`config.mk`:
```
export PLATFORM = sky130hd
export DESIGN_NAME = vpic
export DESIGN_NICKNAME = d
export VERILOG_FILES = /design/src/rtl/vpic.sv
export SDC_FILE = /design/constraint.sdc
export NUM_CORES = 1
export LEC_CHECK = 0
export ABC_AREA = 1
export BUFFER_PORTS_ARGS = -buffer_cell sky130_fd_sc_hd__buf_4
export CAP_MARGIN = 20
export CORE_MARGIN = 5
export CORE_UTILIZATION = 36
export CTS_CLUSTER_SIZE = 12
export DETAILED_ROUTE_END_ITERATION = 8
export HOLD_SLACK_MARGIN = 0.15
export PLACE_DENSITY = 0.56
export SETUP_SLACK_MARGIN = 0.15
export SYNTH_ARGS = -nofsm -noshare
export SYNTH_HDL_FRONTEND = slang
export SYNTH_SLANG_ARGS = --single-unit
export TNS_END_PERCENT = 10
```
`constraint.sdc`:
```
create_clock -name clk -period 17.9 [get_ports clk]
set_clock_uncertainty 0.05 [all_clocks]
set_input_delay 3.58 -clock clk [delete_from_list [all_inputs] [get_ports clk]]
set_output_delay 3.58 -clock clk [all_outputs]
set_load 0.01 [all_outputs]
```
`src/rtl/vpic.sv`:
```
module vpic #(
  parameter int N_SRC   = 8,
  parameter int VEC_W   = 8,
  parameter int PRI_W   = 3,
  parameter int CAUSE_W = 2,
  parameter int DATA_W  = 16,
  parameter int ADDR_W  = $clog2(N_SRC + 2),
  parameter logic [VEC_W-1:0] SPUR_VEC = '1
) (
  input  logic                       clk,
  input  logic                       rst_n,
  input  logic [N_SRC-1:0]           src_irq,
  input  logic [N_SRC*CAUSE_W-1:0]   src_cause,
  input  logic [ADDR_W-1:0]          cfg_addr,
  input  logic                       cfg_we,
  input  logic [DATA_W-1:0]          cfg_wdata,
  output logic [DATA_W-1:0]          cfg_rdata,
  output logic                       irq_out,
  input  logic                       iack,
  output logic                       vec_valid,
  output logic [VEC_W-1:0]           vec_out
);
  localparam int IDX_W  = $clog2(N_SRC);
  localparam int LEVELS = 1 << PRI_W;
  localparam int EN_B   = VEC_W + PRI_W;
  localparam int CFG_W  = VEC_W + PRI_W + 3;

  logic [VEC_W-1:0] base_q [N_SRC];
  logic [PRI_W-1:0] pri_q  [N_SRC];
  logic [IDX_W-1:0] rr_q   [LEVELS];
  logic [N_SRC-1:0] en_q, edge_q, csel_q, src_d, edge_pend;
  logic [N_SRC-1:0] pend, elig, clr;
  logic [PRI_W-1:0] best_pri;
  logic [IDX_W-1:0] win;
  logic             any;
  logic [VEC_W-1:0] win_vec;

  assign pend = (edge_q & edge_pend) | (~edge_q & src_irq);
  always_comb
    for (int i = 0; i < N_SRC; i++)
      elig[i] = pend[i] & en_q[i] & (pri_q[i] != '0);
  assign any = |elig;

  always_comb begin
    best_pri = '0;
    for (int i = 0; i < N_SRC; i++)
      if (elig[i] && pri_q[i] > best_pri) best_pri = pri_q[i];
  end

  always_comb begin
    logic found;
    int   j;
    win   = '0;
    found = 1'b0;
    for (int k = 1; k <= N_SRC; k++) begin
      j = int'(rr_q[best_pri]) + k;
      if (j >= N_SRC) j = j - N_SRC;
      if (!found && elig[j] && pri_q[j] == best_pri) begin
        win   = IDX_W'(j);
        found = 1'b1;
      end
    end
  end

  always_comb begin
    win_vec = base_q[win];
    if (csel_q[win]) win_vec[CAUSE_W-1:0] = src_cause[win*CAUSE_W +: CAUSE_W];
  end

  always_comb begin
    clr = '0;
    if (iack && any) clr[win] = edge_q[win];
  end

  always_comb begin
    cfg_rdata = '0;
    if (cfg_addr == ADDR_W'(N_SRC))
      cfg_rdata = DATA_W'(pend);
    else
      for (int i = 0; i < N_SRC; i++)
        if (cfg_addr == ADDR_W'(i))
          cfg_rdata = DATA_W'({csel_q[i], edge_q[i], en_q[i], pri_q[i], base_q[i]});
  end

  always_ff @(posedge clk) begin
    if (!rst_n) begin
      en_q      <= '0;
      edge_q    <= '0;
      csel_q    <= '0;
      src_d     <= '0;
      edge_pend <= '0;
      irq_out   <= 1'b0;
      vec_valid <= 1'b0;
      vec_out   <= SPUR_VEC;
      for (int i = 0; i < N_SRC; i++) begin
        base_q[i] <= '0;
        pri_q[i]  <= '0;
      end
      for (int l = 0; l < LEVELS; l++) rr_q[l] <= '0;
    end else begin
      src_d     <= src_irq;
      edge_pend <= (edge_pend | (src_irq & ~src_d)) & ~clr;
      irq_out   <= any;
      vec_valid <= iack;
      if (iack) begin
        vec_out <= any ? win_vec : SPUR_VEC;
        if (any) rr_q[best_pri] <= win;
      end
      for (int i = 0; i < N_SRC; i++)
        if (cfg_we && cfg_addr == ADDR_W'(i)) begin
          base_q[i]    <= cfg_wdata[VEC_W-1:0];
          pri_q[i]     <= cfg_wdata[EN_B-1:VEC_W];
          en_q[i]      <= cfg_wdata[EN_B];
          edge_q[i]    <= cfg_wdata[EN_B+1];
          csel_q[i]    <= cfg_wdata[CFG_W-1];
          edge_pend[i] <= 1'b0;
        end
    end
  end
endmodule

```
==> summary.txt <==
Status
  • Status: finished, final reports clean

Detailed routing
  • Routed wire length: 40500 um
  • Vias: 11400
  • Drt first pass iters: 8
  • DRC violations left: 0
  • Per-cell routed wire length: 18.6 um
  • Post-detailed-route count of antenna-violating nets: 0
  • Vias per Instance: 5.25
  • DR iter-0 viols: 1018

Timing
  • Final hold violation count: 0
  • Crit path time final: 15.91 ns
  • Final period util: 0.889
  • Number of setup violations in the final report: 0
  • Slew Viols, Final: 0
  • Final setup margin: 1.99 ns
  • RSZ-0062 raised after global routing: no
  • Max Freq: 62.9 MHz
  • Hold Slack: 0.449 ns
  • Slew @ Worst Pin: 1.07 ns
  • Rel. slew slack: 0.281
  • Post-Route Setup TNS: 0 ns

Die
  • Core Box Area: 32500 um^2
  • Site Rows: 66
  • Die area: 36700 um^2
  • Die H: 192 um
  • Initial Util: 0.365
  • IO Pins: 74
  • Die X: 192 um

Logic synthesis
  • Largest family of logic cells by synthesized area: simple AND/OR/NAND/NOR gates
  • Compound-Gate Fraction of Synth Area: 0.0904
  • Post-Syn Instances: 1671
  • Yosys Warn Count: 0
  • Post-Synth XOR/XNOR Area: 0.00432
  • Synth Area in Simple Gates: 0.421
  • Synth Area in Adders: 0.0137
  • Register bit total from synthesis: 162
  • Syn Area/Cell: 7.11 um^2
  • Synth Cell Area: 11900 um^2
  • EDFF count, synth: 112
  • Synth cell types: 58
  • Register area share after synthesis: 0.367
  • Top_reg_cell synth: edfxtp_1
  • Multiplexer share of the synthesized area: 0.000842
  • Async set-reset flop share out of synthesis: 0

Worst setup path
  • Reg-to-Reg Start: edge_q[0]$_SDFFE_PN0P_
  • Crit path top cell by count: nand2_1
  • CP Max Fanout: 37
  • Reg2Reg Depth: 81
  • Req. time, crit path: 18.17 ns
  • Reg2reg end: vec_out[2]$_SDFFE_PN1P_
  • CP startpoint kind: input pin
  • Worst path slowest cell: nor2_8
  • Highest cell delay on the worst timing path: 0.42 ns
  • Crit Path Class: in2reg
  • CP Capture Type: flop
  • R2r setup slk: 4.84 ns
  • Crit path DAT: 16.18 ns

Place
  • GP Congestion: 0.949
  • Placed Area: 12600 um^2
  • Post-detail-place hpwl: 29200 um
  • Port buffer count: 69
  • Place WS: 1.58 ns

Global route
  • Pin count of the biggest net entering global routing: 55
  • Total grt overflow: 0
  • First-pass GRT wire length: 61900 um
  • Total track usage: 0.220
  • Initial antenna violation count: 0
  • Vias in the first global route: 10800

Power and ir drop
  • Switch Pwr: 555 uW
  • Gate power share: 0.395
  • P_leak: 0.00603 uW
  • Clock network power share: 0.280
  • Sw frac: 0.413
  • Int Power: 788 uW
  • Peak VDD IR: 62.4 uV
  • Pwr dens: 102 nW/um^2
  • Sequential share of power: 0.325

Hold path
  • Worst hold path type: reg2reg
  • Hold path cells: 2
  • Hold Path End: vec_out[4]$_SDFFE_PN1P_
  • Min-delay src: vec_out[4]$_SDFFE_PN1P_

Clock tree
  • Quantity of gates resized following cts: 0
  • CTS tree: done
  • Maximum root-to-sink buffer count: 2
  • Post-CTS Setup Repair Bufs: 0
  • Hold buffer count at cts: 0
  • Clk sink count: 162
  • Max H-tree Level: 4
  • Worst-path clk slew: 0.07 ns
  • Root buf cell: clkbuf_16
  • Total CTS buffers: 17
  • Skew-Pair Late Insertion Delay: 0.44 ns

Cells and area
  • Share of cells above drive strength 1: 0.147
  • # diodes: 0
  • Fill cell count: 3488
  • Fin area: 13200 um^2
  • Layout net count: 1778
  • Area growth syn-to-layout: 10.9%

Flow run
  • Number of max-cap violations: 0
[state kept, by name (all words and copies together), names as in the netlist]
name and flops:
base_q 64, csel_q 8, edge_pend 8, edge_q 8, en_q 8, irq_out 1, pri_q 24, rr_q 24
src_d 8, vec_out 8, vec_valid 1
[area by class of cell]
| class | count | area, um^2 | area share |
|---|---|---|---|
| Tap cell | 442 | 553 | 0.0419 |
| Clock inverter | 15 | 170 | 0.0129 |
| Sequential cell | 162 | 4360 | 0.331 |
| Inverter | 196 | 736 | 0.0558 |
| Timing Repair Buffer | 82 | 616 | 0.0467 |
| Clock buffer | 17 | 425 | 0.0323 |
| Multi-Input combinational cell | 1258 | 6320 | 0.479 |
[metrics by stage]
stage	power, uW	utilization	instances
2_1_floorplan	848	-	1675
6_report	1340	0.405	2172
3_5_place_dp	970	0.387	2140
3_3_place_gp	967	0.387	2140
5_1_grt	1420	0.405	2172
4_1_cts	1340	0.405	2172
[placed cells by master, fill, tap and decap left out, types with 13 or more instances in the layout]
cell and count:
nand2_4 14, nand3_1 186, o21ai_0 40, nand2_2 38, inv_1 178, nand2_1 559
dfxtp_1 50, inv_2 14, buf_4 82, nor3_1 17, o22ai_1 24, edfxtp_1 112
clkbuf_16 17, nand4_1 17, nor2_1 163, a21oi_1 32, o21ai_1 20, ha_1 13
nand3_2 22
[Yosys cell counts, types with 17 or more instances]
library cell / instances / area [um^2]
nand2_1: 559 / 2100
nand3_1: 186 / 931
inv_1: 178 / 668
nor2_1: 163 / 612
edfxtp_1: 112 / 3360
dfxtp_1: 50 / 1000
o21ai_0: 41 / 205
nand2_2: 38 / 238
a21oi_1: 32 / 160
o22ai_1: 24 / 150
nand3_2: 22 / 220
o21ai_1: 19 / 95.1
nand4_1: 17 / 106
nor3_1: 17 / 85.1
[layer usage]
layer | part of all wire | vias to the layer above | track usage
li1 | - | 5565 | -
met1 | 0.44 | 5318 | 0.296
met2 | 0.46 | 450 | 0.365
met3 | 0.068 | 67 | 0.0360
met4 | 0.025 | 0 | 0.0641
met5 | 0 | - | 0
[cells by family after synthesis]
family / after synthesis
AOI/OAI and AO/OA: 170
xor gates and xnor gates: 5
adders and majority gates: 13
buffers and inverters: 255
DFF: 162
muxes: 1
other: 1
and+or+nand+nor: 1064
[how the worst max path moves through the flow]
stage               startpoint                 endpoint
finish              src_irq[0]  vec_out[2]$_SDFFE_PN1P_
global route        src_irq[0]  vec_out[6]$_SDFFE_PN1P_
CTS                 src_irq[0]  vec_out[2]$_SDFFE_PN1P_
detailed placement  src_irq[0]  vec_out[2]$_SDFFE_PN1P_
global placement    src_irq[0]  vec_out[2]$_SDFFE_PN1P_
floorplan           src_irq[0]  edge_pend[0]$_SDFF_PP0_
[power by group through the flow]
stage	clock, uW	combinational, uW	sequential (uW)
after detailed placement	0	526	444
after floorplan	0	410	438
after global routing	392	589	438
after global placement	0	523	444
after CTS	375	529	436
final	376	531	436
[critical path: cells and delay by family]
family	cells	cell delay, ns
simple gates	48	6.19
compound gates	15	2.45
fa+ha+maj	8	2.30
buf+inv	10	1.58
Power figures use the tool's default switching activity.
